<file path="src/rtl/pwmc_pkg.sv">
// Shared definitions for the PWM channel: control nibble bit positions and
// the write-select encoding. Assumes a 4-bit control nibble per channel.
package pwmc_pkg;

    localparam int CTRL_W    = 4;
    localparam int CTRL_EN   = 0;
    localparam int CTRL_INV  = 2;
    localparam int CTRL_MODE = 3;
    localparam int CTRL_RSVD = 1;

    typedef enum logic [1:0] {
        SEL_PERIOD  = 2'd0,
        SEL_COMPARE = 2'd1,
        SEL_COUNT   = 2'd2,
        SEL_NONE    = 2'd3
    } reg_sel_e;

endpackage

</file>
<file path="src/rtl/pwmc_regs.sv">
// Shadow register file for period and compare. Each write is clamped to the
// counter width. Assumes WR_W >= CNT_W. Writes aimed at the counter position
// or the unused select are dropped here.
module pwmc_regs
    import pwmc_pkg::*;
#(
    parameter int CNT_W = 16,
    parameter int WR_W  = 32
) (
    input  logic             clk,
    input  logic             rst_n,
    input  logic             wr_i,
    input  reg_sel_e         sel_i,
    input  logic [WR_W-1:0]  wdata_i,
    output logic [CNT_W-1:0] per_sh_o,
    output logic [CNT_W-1:0] cmp_sh_o
);

    localparam int NFIELD = 2;
    localparam logic [CNT_W-1:0] MAXV = '1;
    localparam logic [WR_W-1:0]  MAXV_W = WR_W'(MAXV);

    function automatic logic [CNT_W-1:0] clamp(input logic [WR_W-1:0] v);
        if (v > MAXV_W) return MAXV;
        return v[CNT_W-1:0];
    endfunction

    for (genvar g = 0; g < NFIELD; g++) begin : g_field
        localparam reg_sel_e MY_SEL = (g == 0) ? SEL_PERIOD : SEL_COMPARE;
        logic [CNT_W-1:0] q;

        // Capture a clamped write aimed at this field.
        always_ff @(posedge clk) begin
            if (!rst_n)                          q <= '0;
            else if (wr_i && (sel_i == MY_SEL))  q <= clamp(wdata_i);
        end
    end

    assign per_sh_o = g_field[0].q;
    assign cmp_sh_o = g_field[1].q;

    // an over-range period write leaves the maximum stored
    a_r5_sat_period: assert property (@(posedge clk) disable iff (!rst_n)
        (wr_i && sel_i == SEL_PERIOD && wdata_i > MAXV_W) |=> (per_sh_o == MAXV));

    // an over-range compare write leaves the maximum stored
    a_r5_sat_compare: assert property (@(posedge clk) disable iff (!rst_n)
        (wr_i && sel_i == SEL_COMPARE && wdata_i > MAXV_W) |=> (cmp_sh_o == MAXV));

    // writes to the counter position or the unused select change nothing
    a_r8_count_write_no_effect: assert property (@(posedge clk) disable iff (!rst_n)
        (wr_i && (sel_i == SEL_COUNT || sel_i == SEL_NONE))
            |=> ($stable(per_sh_o) && $stable(cmp_sh_o)));

endmodule

</file>
<file path="src/rtl/pwmc_counter.sv">
// Cycle counter with active period and compare copies. While stopped it holds
// the count at zero and tracks the shadows. While running it reloads the
// shadows only at the wrap. Assumes tick_i is a one-clock enable.
module pwmc_counter #(
    parameter int CNT_W = 16
) (
    input  logic             clk,
    input  logic             rst_n,
    input  logic             run_i,
    input  logic             tick_i,
    input  logic [CNT_W-1:0] per_sh_i,
    input  logic [CNT_W-1:0] cmp_sh_i,
    output logic [CNT_W-1:0] cnt_o,
    output logic [CNT_W-1:0] per_act_o,
    output logic [CNT_W-1:0] cmp_act_o
);

    logic at_end;
    assign at_end = (cnt_o == per_act_o);

    // Advance, wrap and reload the active values, or idle at zero when stopped.
    always_ff @(posedge clk) begin
        if (!rst_n) begin
            cnt_o     <= '0;
            per_act_o <= '0;
            cmp_act_o <= '0;
        end else if (!run_i) begin
            cnt_o     <= '0;
            per_act_o <= per_sh_i;
            cmp_act_o <= cmp_sh_i;
        end else if (tick_i) begin
            if (at_end) begin
                cnt_o     <= '0;
                per_act_o <= per_sh_i;
                cmp_act_o <= cmp_sh_i;
            end else begin
                cnt_o     <= cnt_o + 1'b1;
            end
        end
    end

    // the count never passes the active period
    a_r1_count_in_range: assert property (@(posedge clk) disable iff (!rst_n)
        cnt_o <= per_act_o);

    // a tick at the end of the cycle returns the count to zero
    a_r1_wrap_to_zero: assert property (@(posedge clk) disable iff (!rst_n)
        (run_i && tick_i && cnt_o == per_act_o) |=> (cnt_o == '0));

    // a stopped cycle leaves the count cleared
    a_r6_stopped_clears: assert property (@(posedge clk) disable iff (!rst_n)
        !run_i |=> (cnt_o == '0));

    // no tick, no movement while running
    a_r12_hold_no_tick: assert property (@(posedge clk) disable iff (!rst_n)
        (run_i && !tick_i) |=> $stable(cnt_o));

    // the active period changes only at a wrap or from a stopped state
    a_r10_active_stable_midcycle: assert property (@(posedge clk) disable iff (!rst_n)
        (run_i && $past(run_i) && cnt_o != '0) |-> ($stable(per_act_o) && $stable(cmp_act_o)));

endmodule

</file>
<file path="src/rtl/pwmc_outgen.sv">
// Output stage: applies the zero-period and full-duty overrides and the
// compare window, then inversion. Purely combinational so that the invert
// and stop controls act in the same cycle.
module pwmc_outgen #(
    parameter int CNT_W = 16
) (
    input  logic             run_i,
    input  logic             inv_i,
    input  logic [CNT_W-1:0] cnt_i,
    input  logic [CNT_W-1:0] per_act_i,
    input  logic [CNT_W-1:0] cmp_act_i,
    output logic             pwm_o
);

    logic raw;

    // Pick the un-inverted level from the duty rules.
    always_comb begin
        if (!run_i)                      raw = 1'b0;
        else if (per_act_i == '0)        raw = 1'b0;
        else if (cmp_act_i >= per_act_i) raw = 1'b1;
        else                             raw = (cnt_i <= cmp_act_i);
    end

    assign pwm_o = raw ^ inv_i;

endmodule

</file>
<file path="src/rtl/pwmc_channel.sv">
// One PWM channel: shadow registers, cycle counter and output stage. The
// channel runs while the enable and continuous-mode bits are both set.
// Assumes the decoder outside delivers one write strobe per access.
module pwmc_channel
    import pwmc_pkg::*;
#(
    parameter int CNT_W = 16,
    parameter int WR_W  = 32
) (
    input  logic              clk,
    input  logic              rst_n,
    input  logic              tick_i,
    input  logic              reg_wr_i,
    input  logic [1:0]        reg_sel_i,
    input  logic [WR_W-1:0]   reg_wdata_i,
    input  logic [CTRL_W-1:0] ctrl_i,
    output logic [CNT_W-1:0]  count_o,
    output logic [CNT_W-1:0]  period_o,
    output logic [CNT_W-1:0]  compare_o,
    output logic              pwm_o
);

    logic             run;
    logic             inv;
    logic             unused_ctrl_rsvd;
    logic [CNT_W-1:0] per_act;
    logic [CNT_W-1:0] cmp_act;

    assign run              = ctrl_i[CTRL_EN] & ctrl_i[CTRL_MODE];
    assign inv              = ctrl_i[CTRL_INV];
    assign unused_ctrl_rsvd = ctrl_i[CTRL_RSVD];

    pwmc_regs #(.CNT_W(CNT_W), .WR_W(WR_W)) regs_i (
        .clk      (clk),
        .rst_n    (rst_n),
        .wr_i     (reg_wr_i),
        .sel_i    (reg_sel_e'(reg_sel_i)),
        .wdata_i  (reg_wdata_i),
        .per_sh_o (period_o),
        .cmp_sh_o (compare_o)
    );

    pwmc_counter #(.CNT_W(CNT_W)) cnt_i (
        .clk       (clk),
        .rst_n     (rst_n),
        .run_i     (run),
        .tick_i    (tick_i),
        .per_sh_i  (period_o),
        .cmp_sh_i  (compare_o),
        .cnt_o     (count_o),
        .per_act_o (per_act),
        .cmp_act_o (cmp_act)
    );

    pwmc_outgen #(.CNT_W(CNT_W)) out_i (
        .run_i     (run),
        .inv_i     (inv),
        .cnt_i     (count_o),
        .per_act_i (per_act),
        .cmp_act_i (cmp_act),
        .pwm_o     (pwm_o)
    );

    // a stopped channel drives exactly the invert bit
    a_r7_stopped_level: assert property (@(posedge clk) disable iff (!rst_n)
        !(ctrl_i[CTRL_EN] && ctrl_i[CTRL_MODE]) |-> (pwm_o == ctrl_i[CTRL_INV]));

    // compare at or above a nonzero period holds the active level
    a_r3_full_duty: assert property (@(posedge clk) disable iff (!rst_n)
        (run && per_act != '0 && cmp_act >= per_act) |-> (pwm_o == !ctrl_i[CTRL_INV]));

    // a zero period holds the inactive level
    a_r4_zero_period: assert property (@(posedge clk) disable iff (!rst_n)
        (run && per_act == '0) |-> (pwm_o == ctrl_i[CTRL_INV]));

endmodule

</file>
<file path="config.mk">
export PLATFORM = sky130hd
export DESIGN_NAME = pwmc_channel
export DESIGN_NICKNAME = d
export VERILOG_FILES = /design/src/rtl/pwmc_pkg.sv /design/src/rtl/pwmc_regs.sv /design/src/rtl/pwmc_counter.sv /design/src/rtl/pwmc_outgen.sv /design/src/rtl/pwmc_channel.sv
export SDC_FILE = /design/constraint.sdc
export NUM_CORES = 1
export LEC_CHECK = 0
export BUFFER_PORTS_ARGS = -buffer_cell sky130_fd_sc_hd__buf_2
export CAP_MARGIN = 25
export CORE_ASPECT_RATIO = 1.4
export CORE_MARGIN = 1.5
export CORE_UTILIZATION = 56
export DETAILED_ROUTE_END_ITERATION = 8
export GPL_TIMING_DRIVEN = 0
export PLACE_DENSITY = 0.82
export SKIP_LAST_GASP = 1
export SLEW_MARGIN = 20
export SYNTH_ARGS = -nofsm -noshare
export SYNTH_HDL_FRONTEND = slang
export SYNTH_SLANG_ARGS = --single-unit
</file>
<file path="constraint.sdc">
create_clock -name clk -period 5.1 [get_ports clk]
set_clock_uncertainty 0.1 [all_clocks]
set_input_delay 1.53 -clock clk [delete_from_list [all_inputs] [get_ports clk]]
set_output_delay 1.53 -clock clk [all_outputs]
set_load 0.05 [all_outputs]
</file>
== Word-level counts from Yosys, hierarchy flattened ==
Cells that the tools add are included.
Word-level totals
  memories kept: 0
  bits in registers: 80
  ROM bits: 0
  RAM bits: 0
  bits in latches: 0
Cells by class
  equal/unequal tests: 4
  divide/modulo/power cells: 0
  mux-type cells: 18
  shift-type cells: 0
  reduce and logical (&&, ||, !) cells: 6
  order comparisons: 3
  bitwise operators: 2
  $add $sub $neg: 1
  multiply operators: 0
Operators with widths (count)
  16-bit two-way mux: 10
  32-bit by 16-bit greater-than comparator with 1-bit output, second input constant: 1
  16-bit by 1-bit adder with 16-bit output, second input constant: 1
  16-bit equality test: 1
  16-bit >= comparator: 1
  16-bit less-or-equal comparator: 1
  16-bit zero test: 1
  1-bit two-way mux: 8
  2-bit != test, second input constant: 2
  2-bit AND reduction: 2
  2-bit by 1-bit equality test with 1-bit output, second input constant: 1
  1-bit logical AND: 2
  2-bit zero test: 1
  1-bit bitwise AND: 1
  1-bit XOR: 1

== Longest topological paths before layout ==
  depth in word-level cells: 5
  mapped depth: 8
  gate-level depth less buffers: 8

== Modules after synthesis ==
A second synthesis with hierarchy kept.
Unflattened totals
  cells, all modules: 598
  area, all modules: 4911.0 µm²
Modules (own cells, without submodules)
  pwmc_counter: times used 1, area an instance 2819.0 µm², seq. area each 960.9 µm², cells an instance 329
  pwmc_regs: times used 1, area an instance 1244.9 µm², seq. area each 640.6 µm², cells an instance 149
  pwmc_outgen: times used 1, area an instance 840.8 µm², seq. area each 0.0 µm², cells an instance 119
  pwmc_channel: times used 1, area an instance 6.3 µm², seq. area each 0.0 µm², cells an instance 1

== Worst setup path after synthesis ==
No wires, ideal clock.
  path kind: register -> output
  start: register cnt_i.cnt_o[14]
  end: output pwm_o
  path buffers: 0
  stages on the path, launching flop included: 8
  path slack: 618 ps
  arrival: 2852 ps
  path through: dfxtp_1 ha_1 a21oi_1 nand2_1 a221o_1 or3_1 a31oi_1 xor2_1
Between the ends
  cells in the longest elaborated chain, start to end: 5
RTL lines
  from (decl): line pwmc_counter.sv:13  | output logic [CNT_W-1:0] cnt_o,
  from (signal assigned): line pwmc_counter.sv:37  | cnt_o <= cnt_o + 1'b1;
  16-bit less-or-equal comparator: line pwmc_outgen.sv:22  | else raw = (cnt_i <= cmp_act_i);
  1-bit two-way mux: line pwmc_outgen.sv:21  | else if (cmp_act_i >= per_act_i) raw = 1'b1;
  1-bit two-way mux: line pwmc_outgen.sv:20  | else if (per_act_i == '0) raw = 1'b0;
  1-bit two-way mux: line pwmc_outgen.sv:19  | if (!run_i) raw = 1'b0;
  1-bit XOR: line pwmc_outgen.sv:25  | assign pwm_o = raw ^ inv_i;
  to (decl): line pwmc_channel.sv:20  | output logic pwm_o
Every way passes these cells.

== Worst setup path in the final report ==
  start: register cnt_i.cnt_o[7]
  end: output pwm_o
The elaborated chain is that of the path after synthesis.

==> flow_summary.yaml <==
worst_hold_path:
  min_from: "regs_i.cmp_sh_o[14]"
  min_path_type: "register to register"
synthesis:
  postSynthRegisterBits: 80
  asyncSetResetFlopFracSynth_pct: 0
  synth-warning-count: 0
  post_synth_cell_types: 33
  post_synth.cell_area_avg_sq_um: 8.84
  synthDominantCellAreaShare_pct: 40.4
  synth.largest_area_cell: "dfxtp_1"
  synthTopCellsByArea: "dfxtp_1 (40%), ha_1 (10%), nor2_1 (9.6%)"
  postSynthCellCount: 449
  syn-num-nets: 524
  synth.yosys.seq_area_share_pct: 40.4
  number_of_synthesized_flops_with_an_enable_pin: 0
  netlist_area_sq_um: 3970
  synth_flop_cell: "dfxtp_1"
route:
  vias: 3488
  ant_nets: 0
  wire_per_inst_um: 14.8
  detail_route.drc_violations: 0
  detailedRoute.firstIterationViolations: 136
  vias_per_cell: 5.40
  drt-pass1-iter-count: 4
  finalWirelength_um: 9580
worst_setup_path:
  arrival_ns: 2.74
  timing.critical_path.from_type: "register"
  timing.critical_path.slowest_stage_cell: "dfxtp_1"
  cp_max_fo: 6
  critical_path.startpoint: "cnt_i.cnt_o[7]"
  path_buf_inv: 1
  path_cells: "ha_1 > a21oi_1 > o21ai_0 > a221o_1 > or3_1 > a31oi_1 > xor2_1 > buf_2"
  cpPeakStageDelay_ns: 0.47
  critPathTopFamily: "compound AO/OA/AOI/OAI gates"
  timing_worst_setup_path_type: "register to output port"
  critical_path.reg2reg.startpoint: "cnt_i.cnt_o[11]"
  worstSetupEndpointType: "output port"
  timing.critical_path.required_ns: 3.47
sta:
  setup_total_negative_slack_ns: 0
  report.final.setup_viol: 0
  rsz0062_at_grt: "false"
  finalHoldViolCount: 0
  period_minus_slack_ns: 4.37
  finalCritPeriodShare_pct: 85.7
  setup_ws_ns: 0.730
  max-slew-margin-rel_pct: 48.3
  fmaxAchievable_mhz: 229
  tightestPinTransition_ns: 0.774
  finalMaxSlewViolations: 0
cts:
  cts_hold_buffers: 0
  tritoncts.num_buffers: 9
  max-clock-path-buffers: 2
  clk_transition_reported_paths_ns: 0.08
  clock_latency_ns: 0.36
  cts_repair_resize_count: 0
  tritoncts: "done"
  clkSinkCount: 80
  clockRootBuffer: "clkbuf_8"
  cts.htree.levels: 3
  cts_setup_buffers: 0
floorplan:
  die_width_um: 74.1
  row_count: 36
  initial_core_utilization_pct: 57.6
  core_region_area_sq_um: 6890
  dieHeight_um: 103
  die_area_sq_um: 7610
  num_io_pins: 91
final_layout:
  drive_gt1_share_pct: 19.6
  mostFrequentLayoutCells: "nor2_1 (101), buf_2 (88), dfxtp_1 (80)"
  nNetsFinal: 623
  n_antenna_cell: 0
  post-route-util_pct: 68.5
  layout.area.seq_sq_um: 1600
  num-fill-cells: 574
  mostFrequentLayoutCell: "nor2_1"
  area_growth_pct: 19.0
  multiInputGateArea_sq_um: 2120
pwr:
  worst_ir_drop_vdd_mv: 0.206
  cellLeakagePower_nw: 2.28
  power_per_cell_area_nw_per_um2: 287
grt:
  grt_remaining_overflow: 0
  first_global_vias: 3453
  met1_usage_pct: 30.3
  globalRouteTotalUtil_pct: 27.2
  grt_max_degree: 13
  antenna_found_initial: 0
  grt.met3_usage_pct: 4.89
  grtUsageMet2_pct: 47.7
  first_pass_grt_wire_length_um: 15800
  grt_most_used_layer: "met2"
placed_design:
  io_buffer_count: 88
  global_placer_s_final_weighted_congestion: 0.844
  dp_hpwl_um: 7700
  pre_cts_ws_ns: 1.11
run_status:
  status: "completed"
flow_run:
  number_of_max_cap_violations: 0
[per-layer routing]
layer / share of wire (%) / wire, um
met2: 52 / 4980
met5: 0 / 0
met1: 40 / 3840
met3: 4.4 / 423
met4: 3.6 / 344
[registers in the layout (all words and copies together) (netlist names)]
| signal | cells |
|---|---|
| cnt_i.cnt_o | 16 |
| cnt_i.cmp_act_o | 16 |
| cnt_i.per_act_o | 16 |
| regs_i.per_sh_o | 16 |
| regs_i.cmp_sh_o | 16 |
[worst min-delay path, stage by stage, from the launching register on]
cell	delay [ns]
dfxtp_1	0.33
nor2_1	0.10
a211oi_1	0.05
[logic make-up (layout without fill, tap and decap cells)]
logic type / Yosys count / after routing / synth area share [%]
AO/OA/AOI/OAI: 57 / 57 / 10.1
multiplexers: 33 / 33 / 8.33
adder cells (fa/ha/maj): 33 / 33 / 10.4
XOR/XNOR: 32 / 32 / 7.06
AND/OR/NAND/NOR: 158 / 158 / 17.6
flip-flops: 80 / 80 / 40.4
buffers and inverters: 56 / 158 / 6.15
[power by group]
| part | switching (mW) | total [mW] | internal [mW] |
|---|---|---|---|
| sequential | 0.0238 | 0.671 | 0.647 |
| clock | 0.220 | 0.467 | 0.247 |
| combinational | 0.139 | 0.218 | 0.0787 |
| total | 0.383 | 1.36 | 0.972 |
[Yosys cell counts (all sizes together) (2+ instances only)]
cell type and count:
nor2 101, dfxtp 80, inv 35, a211oi 33, ha 33, mux2i 33
xor2 27, clkbuf 16, nor4 14, a21oi 11, nand4 11, nand2 10
nand3 10, buf 5, xnor2 5, o21ai 4, and3 3, a2111oi 2
a21o 2, nor3 2, o211ai 2
[worst paths after layout]
| check | end | cells past startpoint | slack [ns] |
|---|---|---|---|
| max | pwm_o | 8 | 0.73 |
| max reg2reg | cnt_i.cmp_act_o[11] | 7 | 2.79 |
| min reg2reg | regs_i.cmp_sh_o[14] | 2 | 0.42 |
| min | regs_i.cmp_sh_o[14] | 2 | 0.42 |
[area by class of cell]
| cell class | instances | area share (%) |
|---|---|---|
| Buffer | 21 | 2.39 |
| Clock buffer | 11 | 3.21 |
| Sequential cell | 80 | 33.9 |
| Inverter | 35 | 2.78 |
| Tap cell | 95 | 2.52 |
| Timing Repair Buffer | 88 | 9.33 |
| Multi-Input combinational cell | 313 | 45.0 |
| Clock inverter | 3 | 0.901 |
[through the flow]
step / area [sq um] / power (mW) / hold WS, ns / instances
after floorplan: 3970 / 0.837 / 0.387 / 449
after global placement: 4530 / 0.894 / 0.408 / 632
after detailed placement: 4530 / 0.902 / 0.411 / 632
after CTS: 4720 / 1.36 / 0.422 / 646
after global routing: 4720 / 1.41 / 0.444 / 646
final: 4720 / 1.36 / 0.418 / 646
No activity file was read; power rests on OpenSTA's default activity.
